`src/rtl/spi_bank_pkg.sv`:
```
package spi_bank_pkg;

   localparam int BYTE_W = 8;

   typedef enum logic [2:0] {
      ST_CMD      = 3'd0,
      ST_REG_HI   = 3'd1,
      ST_REG_LO   = 3'd2,
      ST_RAM_HDR  = 3'd3,
      ST_RAM_DATA = 3'd4
   } link_state_e;

endpackage

```
`src/rtl/spi_pin_sync.sv`:
```
module spi_pin_sync #(
   parameter int   STAGES  = 2,
   parameter logic RST_VAL = 1'b0
) (
   input  logic clk,
   input  logic rst_n,
   input  logic d,
   output logic q
);

   if (STAGES < 2) begin : g_bad_stages
      $error("spi_pin_sync needs at least two stages");
   end

   logic [STAGES-1:0] chain;

   always_ff @(posedge clk or negedge rst_n) begin
      if (!rst_n) chain <= {STAGES{RST_VAL}};
      else        chain <= {chain[STAGES-2:0], d};
   end

   assign q = chain[STAGES-1];

endmodule

```
`src/rtl/spi_byte_shifter.sv`:
```
module spi_byte_shifter #(
   parameter int W = 8
) (
   input  logic         clk,
   input  logic         rst_n,
   input  logic         cs_act,
   input  logic         sclk_s,
   input  logic         si_s,
   input  logic [W-1:0] tx_byte,
   output logic [W-1:0] rx_byte,
   output logic         rx_valid,
   output logic         so
);

   localparam int CNT_W = (W > 2) ? $clog2(W) : 1;
   localparam logic [CNT_W-1:0] LAST_BIT = CNT_W'(W - 1);

   if (W < 2) begin : g_bad_w
      $error("spi_byte_shifter width must be at least two");
   end

   logic             sclk_q;
   logic             rise, fall;
   logic [CNT_W-1:0] bit_cnt;
   logic [W-1:0]     rx_sr;
   logic [W-1:0]     tx_sr;

   assign rise = cs_act &  sclk_s & ~sclk_q;
   assign fall = cs_act & ~sclk_s &  sclk_q;

   always_ff @(posedge clk or negedge rst_n) begin
      if (!rst_n) sclk_q <= 1'b0;
      else        sclk_q <= sclk_s;
   end

   always_ff @(posedge clk or negedge rst_n) begin
      if (!rst_n) begin
         bit_cnt  <= '0;
         rx_sr    <= '0;
         rx_byte  <= '0;
         rx_valid <= 1'b0;
         tx_sr    <= '0;
         so       <= 1'b0;
      end else if (!cs_act) begin
         bit_cnt  <= '0;
         rx_valid <= 1'b0;
         tx_sr    <= '0;
         so       <= 1'b0;
      end else begin
         rx_valid <= 1'b0;
         if (rise) begin
            rx_sr <= {rx_sr[W-2:0], si_s};
            if (bit_cnt == LAST_BIT) begin
               bit_cnt  <= '0;
               rx_byte  <= {rx_sr[W-2:0], si_s};
               rx_valid <= 1'b1;
            end else begin
               bit_cnt <= bit_cnt + 1'b1;
            end
         end
         if (fall) begin
            if (bit_cnt == '0) begin
               so    <= tx_byte[W-1];
               tx_sr <= {tx_byte[W-2:0], 1'b0};
            end else begin
               so    <= tx_sr[W-1];
               tx_sr <= {tx_sr[W-2:0], 1'b0};
            end
         end
      end
   end

endmodule

```
`src/rtl/spi_bank_ram.sv`:
```
module spi_bank_ram #(
   parameter int BANK_BYTES = 128,
   parameter int SEC_BYTES  = 112,
   parameter int NUM_BANKS  = 3,
   parameter int BANK_W     = 2
) (
   input  logic                                   clk,
   input  logic                                   we,
   input  logic [BANK_W+$clog2(BANK_BYTES)-1:0]   waddr,
   input  logic [7:0]                             wdata,
   input  logic [BANK_W+$clog2(BANK_BYTES)-1:0]   raddr,
   output logic [7:0]                             rdata
);

   localparam int OFF_W = $clog2(BANK_BYTES);
   localparam int AW    = BANK_W + OFF_W;

   if (NUM_BANKS > (1 << BANK_W)) begin : g_bad_banks
      $error("spi_bank_ram bank count exceeds bank field");
   end
   if (SEC_BYTES > BANK_BYTES) begin : g_bad_sec
      $error("spi_bank_ram last bank larger than a full bank");
   end

   logic [7:0] rd_bank [NUM_BANKS];

   for (genvar b = 0; b < NUM_BANKS; b++) begin : g_bank
      localparam int DEPTH = (b == NUM_BANKS - 1) ? SEC_BYTES : BANK_BYTES;
      localparam logic [BANK_W-1:0] ID    = BANK_W'(b);
      localparam logic [OFF_W:0]    LIMIT = (OFF_W + 1)'(DEPTH);

      logic [7:0] mem [DEPTH];
      logic       w_hit, r_hit;

      assign w_hit = we && (waddr[AW-1:OFF_W] == ID) &&
                     ({1'b0, waddr[OFF_W-1:0]} < LIMIT);
      assign r_hit = (raddr[AW-1:OFF_W] == ID) &&
                     ({1'b0, raddr[OFF_W-1:0]} < LIMIT);

      always_ff @(posedge clk) begin
         if (w_hit) mem[waddr[OFF_W-1:0]] <= wdata;
      end

      assign rd_bank[b] = r_hit ? mem[raddr[OFF_W-1:0]] : 8'h00;
   end

   always_comb begin
      rdata = 8'h00;
      for (int i = 0; i < NUM_BANKS; i++) rdata = rdata | rd_bank[i];
   end

endmodule

```
`src/rtl/spi_cmd_fsm.sv`:
```
module spi_cmd_fsm
   import spi_bank_pkg::*;
#(
   parameter int REG_AW       = 6,
   parameter int REG_DW       = 16,
   parameter int STROBE_LIMIT = 16,
   parameter int RAM_AW       = 9
) (
   input  logic              clk,
   input  logic              rst_n,
   input  logic              cs_act,
   input  logic [7:0]        rx_byte,
   input  logic              rx_valid,
   output logic [7:0]        tx_byte,
   output logic              strobe_pulse,
   output logic [REG_AW-1:0] strobe_addr,
   output logic [REG_AW-1:0] reg_addr,
   output logic [REG_DW-1:0] reg_wdata,
   output logic              reg_we,
   output logic              reg_re,
   input  logic [REG_DW-1:0] reg_rdata,
   output logic [RAM_AW-1:0] ram_raddr,
   output logic [RAM_AW-1:0] ram_waddr,
   output logic [7:0]        ram_wdata,
   output logic              ram_we,
   input  logic [7:0]        ram_rdata
);

   localparam logic [REG_AW-1:0] STROBE_LIM_V = REG_AW'(STROBE_LIMIT);
   localparam int LO_W = RAM_AW - 2;

   if (REG_DW != 2 * BYTE_W) begin : g_bad_dw
      $error("spi_cmd_fsm register width must be two bytes");
   end
   if (REG_AW > 6) begin : g_bad_aw
      $error("spi_cmd_fsm register address must fit bits 5:0");
   end
   if (LO_W != 7) begin : g_bad_ram_aw
      $error("spi_cmd_fsm RAM offset must be seven bits");
   end

   link_state_e       state;
   logic              rd_mode;
   logic              ro_mode;
   logic              load_tx;
   logic [7:0]        hi_byte;
   logic [7:0]        rd_lo;
   logic [LO_W-1:0]   ram_lo;
   logic [RAM_AW-1:0] ptr;

   assign ram_raddr = ptr;

   always_ff @(posedge clk or negedge rst_n) begin
      if (!rst_n) begin
         state        <= ST_CMD;
         rd_mode      <= 1'b0;
         ro_mode      <= 1'b0;
         load_tx      <= 1'b0;
         hi_byte      <= '0;
         rd_lo        <= '0;
         ram_lo       <= '0;
         ptr          <= '0;
         tx_byte      <= '0;
         strobe_pulse <= 1'b0;
         strobe_addr  <= '0;
         reg_addr     <= '0;
         reg_wdata    <= '0;
         reg_we       <= 1'b0;
         reg_re       <= 1'b0;
         ram_waddr    <= '0;
         ram_wdata    <= '0;
         ram_we       <= 1'b0;
      end else if (!cs_act) begin
         state        <= ST_CMD;
         load_tx      <= 1'b0;
         tx_byte      <= '0;
         strobe_pulse <= 1'b0;
         reg_we       <= 1'b0;
         reg_re       <= 1'b0;
         ram_we       <= 1'b0;
      end else begin
         strobe_pulse <= 1'b0;
         reg_we       <= 1'b0;
         reg_re       <= 1'b0;
         ram_we       <= 1'b0;
         load_tx      <= 1'b0;

         if (load_tx) tx_byte <= ram_rdata;

         if (reg_re) begin
            tx_byte <= reg_rdata[REG_DW-1:BYTE_W];
            rd_lo   <= reg_rdata[BYTE_W-1:0];
         end

         if (rx_valid) begin
            unique case (state)
               ST_CMD: begin
                  tx_byte <= '0;
                  if (rx_byte[7]) begin
                     ram_lo <= rx_byte[LO_W-1:0];
                     state  <= ST_RAM_HDR;
                  end else if (rx_byte[REG_AW-1:0] < STROBE_LIM_V) begin
                     strobe_pulse <= 1'b1;
                     strobe_addr  <= rx_byte[REG_AW-1:0];
                  end else begin
                     reg_addr <= rx_byte[REG_AW-1:0];
                     rd_mode  <= rx_byte[6];
                     reg_re   <= 1'b1;
                     state    <= ST_REG_HI;
                  end
               end
               ST_REG_HI: begin
                  hi_byte <= rx_byte;
                  tx_byte <= rd_lo;
                  state   <= ST_REG_LO;
               end
               ST_REG_LO: begin
                  if (!rd_mode) begin
                     reg_we    <= 1'b1;
                     reg_wdata <= {hi_byte, rx_byte};
                  end
                  tx_byte <= '0;
                  state   <= ST_CMD;
               end
               ST_RAM_HDR: begin
                  ptr     <= {rx_byte[7:6], ram_lo};
                  ro_mode <= rx_byte[5];
                  load_tx <= 1'b1;
                  state   <= ST_RAM_DATA;
               end
               ST_RAM_DATA: begin
                  if (!ro_mode) begin
                     ram_we    <= 1'b1;
                     ram_waddr <= ptr;
                     ram_wdata <= rx_byte;
                  end
                  ptr     <= ptr + 1'b1;
                  load_tx <= 1'b1;
               end
               default: state <= ST_CMD;
            endcase
         end
      end
   end

endmodule

```
`src/rtl/spi_bank_ctrl.sv`:
```
module spi_bank_ctrl
   import spi_bank_pkg::*;
#(
   parameter int SYNC_STAGES  = 2,
   parameter int REG_AW       = 6,
   parameter int STROBE_LIMIT = 16,
   parameter int BANK_BYTES   = 128,
   parameter int SEC_BYTES    = 112,
   parameter int NUM_BANKS    = 3
) (
   input  logic              clk,
   input  logic              rst_n,
   input  logic              sclk,
   input  logic              csn,
   input  logic              si,
   output logic              so,
   output logic              strobe_pulse,
   output logic [REG_AW-1:0] strobe_addr,
   output logic [REG_AW-1:0] reg_addr,
   output logic [15:0]       reg_wdata,
   output logic              reg_we,
   output logic              reg_re,
   input  logic [15:0]       reg_rdata
);

   localparam int BANK_W = 2;
   localparam int RAM_AW = BANK_W + $clog2(BANK_BYTES);

   if (STROBE_LIMIT > (1 << REG_AW)) begin : g_bad_limit
      $error("spi_bank_ctrl strobe limit exceeds register space");
   end

   logic sclk_s, csn_s, si_s, cs_act;

   spi_pin_sync #(.STAGES(SYNC_STAGES), .RST_VAL(1'b0)) u_sync_sclk (
      .clk(clk), .rst_n(rst_n), .d(sclk), .q(sclk_s));
   spi_pin_sync #(.STAGES(SYNC_STAGES), .RST_VAL(1'b1)) u_sync_csn (
      .clk(clk), .rst_n(rst_n), .d(csn), .q(csn_s));
   spi_pin_sync #(.STAGES(SYNC_STAGES), .RST_VAL(1'b0)) u_sync_si (
      .clk(clk), .rst_n(rst_n), .d(si), .q(si_s));

   assign cs_act = ~csn_s;

   logic [7:0]        rx_byte, tx_byte;
   logic              rx_valid;
   logic [RAM_AW-1:0] ram_raddr, ram_waddr;
   logic [7:0]        ram_wdata, ram_rdata;
   logic              ram_we;

   spi_byte_shifter #(.W(BYTE_W)) u_shift (
      .clk(clk), .rst_n(rst_n), .cs_act(cs_act), .sclk_s(sclk_s),
      .si_s(si_s), .tx_byte(tx_byte), .rx_byte(rx_byte),
      .rx_valid(rx_valid), .so(so));

   spi_cmd_fsm #(
      .REG_AW(REG_AW), .REG_DW(16),
      .STROBE_LIMIT(STROBE_LIMIT), .RAM_AW(RAM_AW)
   ) u_fsm (
      .clk(clk), .rst_n(rst_n), .cs_act(cs_act),
      .rx_byte(rx_byte), .rx_valid(rx_valid), .tx_byte(tx_byte),
      .strobe_pulse(strobe_pulse), .strobe_addr(strobe_addr),
      .reg_addr(reg_addr), .reg_wdata(reg_wdata),
      .reg_we(reg_we), .reg_re(reg_re), .reg_rdata(reg_rdata),
      .ram_raddr(ram_raddr), .ram_waddr(ram_waddr),
      .ram_wdata(ram_wdata), .ram_we(ram_we), .ram_rdata(ram_rdata));

   spi_bank_ram #(
      .BANK_BYTES(BANK_BYTES), .SEC_BYTES(SEC_BYTES),
      .NUM_BANKS(NUM_BANKS), .BANK_W(BANK_W)
   ) u_ram (
      .clk(clk), .we(ram_we), .waddr(ram_waddr), .wdata(ram_wdata),
      .raddr(ram_raddr), .rdata(ram_rdata));

endmodule

```
`config.mk`:
```
export PLATFORM = sky130hd
export DESIGN_NAME = spi_bank_ctrl
export DESIGN_NICKNAME = d
export VERILOG_FILES = /design/src/rtl/spi_bank_pkg.sv /design/src/rtl/spi_pin_sync.sv /design/src/rtl/spi_byte_shifter.sv /design/src/rtl/spi_bank_ram.sv /design/src/rtl/spi_cmd_fsm.sv /design/src/rtl/spi_bank_ctrl.sv
export SDC_FILE = /design/constraint.sdc
export NUM_CORES = 2
export LEC_CHECK = 0
export ABC_AREA = 1
export BUFFER_PORTS_ARGS = -buffer_cell sky130_fd_sc_hd__buf_2
export CORE_MARGIN = 3
export CORE_UTILIZATION = 28
export CTS_CLUSTER_DIAMETER = 30
export DETAILED_ROUTE_END_ITERATION = 16
export PLACE_DENSITY_LB_ADDON = 0.05
export SLEW_MARGIN = 25
export SYNTH_ARGS = -nofsm -noshare
export SYNTH_HDL_FRONTEND = slang
export SYNTH_SLANG_ARGS = --single-unit
```
`constraint.sdc`:
```
create_clock -name clk -period 6.2 [get_ports clk]
set_clock_uncertainty 0.05 [all_clocks]
set_input_delay 0.93 -clock clk [delete_from_list [all_inputs] [get_ports clk]]
set_output_delay 0.93 -clock clk [all_outputs]
set_load 0.02 [all_outputs]
```
==> results by group <==
Global routing
  – First-pass GRT wire length: 648000 um
  – Overall Global Routing Usage: 0.192
  – Largest net degree at the start of global routing: 161
  – Grt total ovfl: 0
  – Vias in the first global route: 86405
  – Initial antenna violation count: 13

Synth
  – Synth async-reset ratio: 0.0420
  – Most frequent cell after synthesis: nand2_1
  – Mapped cell area: 0.126 sq mm
  – Post-synthesis sequential area ratio: 0.727
  – Syn_nets: 11063
  – Distinct cells, synth: 33
  – Synth cell count leaders: nand2_1 (2987), edfxtp_1 (2944), nand3_1 (1935)
  – Mean Syn Cell Area: 11.4 sq um
  – Area leader, netlist: edfxtp_1
  – Yosys warns: 0
  – Dominant cells by area after synthesis: edfxtp_1 (70%), nand2_1 (8.9%), nand3_1 (7.7%)
  – Post-synth top area share: 0.702
  – Post-synth EDFFs: 2944
  – Post-Synthesis Cells: 11038
  – Main synth FF type: edfxtp_1
  – Register bit total from synthesis: 3073

Finish
  – Post-layout util: 0.359
  – Number of fill cells: 43740
  – Area of the multi-input gates: 0.0303 sq mm
  – Nets: 11445
  – Seq. cell area: 0.0917 sq mm
  – Share of layout cells above drive strength 1: 0.129
  – Synthesis-to-layout area growth: 27.4%
  – Fin cells: 18054

CTS
  – Post-cts sizing count: 0
  – Post-CTS Hold Fix Bufs: 12
  – Number of H-tree levels: 6
  – Worst-path clk slew: 0.04 ns
  – Clock Latency Late Sink: 1.06 ns
  – Max Buffers Root-to-Sink: 4
  – CTS Root Buffer Type: clkbuf_16
  – Total CTS buffers: 829
  – Setup Fix Bufs, Post-CTS: 0
  – TritonCTS clock tree: built
  – Clock sinks: 3073

STA
  – Worst-Margin Slew: 1.14 ns
  – Setup TNS: 0 ns
  – Fmax: 226 MHz
  – Final Hold Fails: 0
  – Pins Over Slew Limit: 0
  – RSZ-0062 raised after global routing: false
  – Slew margin rel.: 0.236
  – Final setup viols: 0
  – Post-route setup slack: 1.78 ns
  – Final period utilization: 0.713
  – Fin crit period: 4.42 ns

Worst setup path
  – Type of origin of the critical path: flip-flop
  – Worst R2R End: u_fsm.tx_byte[4]
  – Crit path cell chain: inv_16 -> buf_12 -> buf_4 -> nand2_1 -> nand3_1 -> nand3_1 -> nand2_1 -> nand2_1 -> nand3_1 -> nand3_1 -> nand3_1 -> nand3_1 -> nand3_1 -> nand2_1 -> nand2_1 -> nand2_1 -> nand2_1
  – Crit Path Max Fanout: 136
  – Critical Path Slowest Stage Cell: dfrtp_4
  – Setup Crit Path Kind: reg2reg
  – Worst EP arrival: 5.35 ns
  – Worst Setup End Kind: flip-flop
  – R2r setup slk: 1.78 ns
  – Depth of the worst register-to-register path: 17
  – CP max stage delay: 0.69 ns
  – Reg-to-reg startpoint: u_fsm.ram_raddr[0]
  – Worst Path Required: 7.13 ns

Drt
  – Routed WL per cell: 25.0 um
  – Initial DRC Count: 6060
  – Drc violations: 0
  – Total wire length: 451000 um
  – Vias/cell: 4.73
  – Routed via count: 85349
  – DR pass1 iterations: 7
  – Post-route antenna net violation count: 0

Min path
  – Worst hold path type: in2async

Die
  – Io pins: 53
  – Core box area: 0.447 sq mm
  – Starting density of the core: 0.282
  – Die area: 0.458 sq mm
  – Die height: 677 um
  – Chip width: 677 um
  – Row count: 245

Status
  – Outcome: completed

Placed design
  – Post-DP HPWL: 260000 um
  – Pre-CTS setup slack: 1.68 ns
  – IO Port Bufs: 52
  – Placed insts: 16503
  – GPL Wtd Cong: 0.806

Power
  – P per Cell Area: 401 mW/mm^2
  – P_leak: 0.0545 uW
  – Peak supply drop: 253 uV

Job
  – Total of max-cap violations: 0
==> registers in the layout, indices dropped and copies added, names as in the netlist, 3 cells and up <==
name               count
u_fsm.hi_byte          8
u_fsm.ram_lo           7
u_fsm.ram_raddr        9
u_fsm.ram_waddr        9
u_fsm.ram_wdata        8
u_fsm.rd_lo            8
u_fsm.reg_addr         6
u_fsm.reg_wdata       16
u_fsm.state            3
u_fsm.strobe_addr      6
u_fsm.tx_byte          8
u_ram.g_bank.mem    2944
u_shift.bit_cnt        3
u_shift.rx_byte        8
u_shift.rx_sr          7
u_shift.tx_sr          7
==> critical path: cells and delay by family (launching register included) <==
kind | cells | cell delay, ns
DFF | 1 | 0.69
and+or+nand+nor | 14 | 1.93
buffers and inverters | 3 | 1.32
==> worst max-delay path by stage <==
| stage | startpoint | endpoint |
|---|---|---|
| 3_5_place_dp | u_fsm.ram_raddr[1] | u_fsm.tx_byte[7] |
| 5_1_grt | u_fsm.ram_raddr[0] | u_fsm.tx_byte[6] |
| 2_1_floorplan | u_fsm.ram_wdata[0] | u_ram.g_bank[0].mem[0][0] |
| 6_report | u_fsm.ram_raddr[0] | u_fsm.tx_byte[4] |
| 3_3_place_gp | u_fsm.ram_raddr[1] | u_fsm.tx_byte[7] |
| 4_1_cts | u_fsm.ram_raddr[1] | u_fsm.tx_byte[7] |
==> layout by cell type, fill, tap and decap left out, types with 51 or more instances in the layout <==
master / instances
inv_1: 249
clkinv_2: 167
clkinv_1: 180
clkbuf_1: 133
nor2_1: 1259
dfrtp_1: 114
buf_4: 140
bufinv_16: 109
buf_12: 55
nand3_1: 1933
o21ai_0: 503
nand2_1: 2987
o211ai_1: 112
a21oi_1: 64
buf_2: 51
edfxtp_1: 2944
clkbuf_16: 845
==> stage by stage <==
step	area, sq um	power, uW	hold slack, ns
2_1_floorplan	126000	22900	0.281
3_3_place_gp	133000	22900	0.301
3_5_place_dp	133000	22900	0.292
4_1_cts	160000	65200	0.260
5_1_grt	161000	66400	0.273
6_report	161000	64400	0.302
==> cell families after synthesis <==
family          share of synthesized area
mux                              0.000715
buf+inv                            0.0340
xor+xnor                         0.000278
fa+ha+maj                        0.000397
compound gates                     0.0322
flops                               0.727
simple gates                        0.205
==> layout make-up <==
class	instances	share of cell area
well taps	5928	0.0462
multi-input cells	6998	0.189
repair buffers	260	0.0160
flip-flops and latches	3073	0.571
clock inverters	550	0.0362
clock buffers	985	0.135
diodes	2	0.0000312
inverters	258	0.00627
==> routing by layer <==
metal	vias up	track usage	wire length (um)	share of wire
met2	2200	0.309	210000	0.47
met3	685	0.0291	20500	0.046
li1	39643	-	-	-
met5	-	0	0	0
met4	0	0.0565	12000	0.027
met1	42821	0.268	208000	0.46
==> power breakdown <==
group | internal (uW) | switching (uW) | total (uW)
sequential | 22500 | 12.8 | 22500
clock | 29100 | 12700 | 41800
combinational | 25.9 | 56.3 | 82.2
total | 51600 | 12800 | 64400
Note: power is estimated with default switching activity, not from simulation.
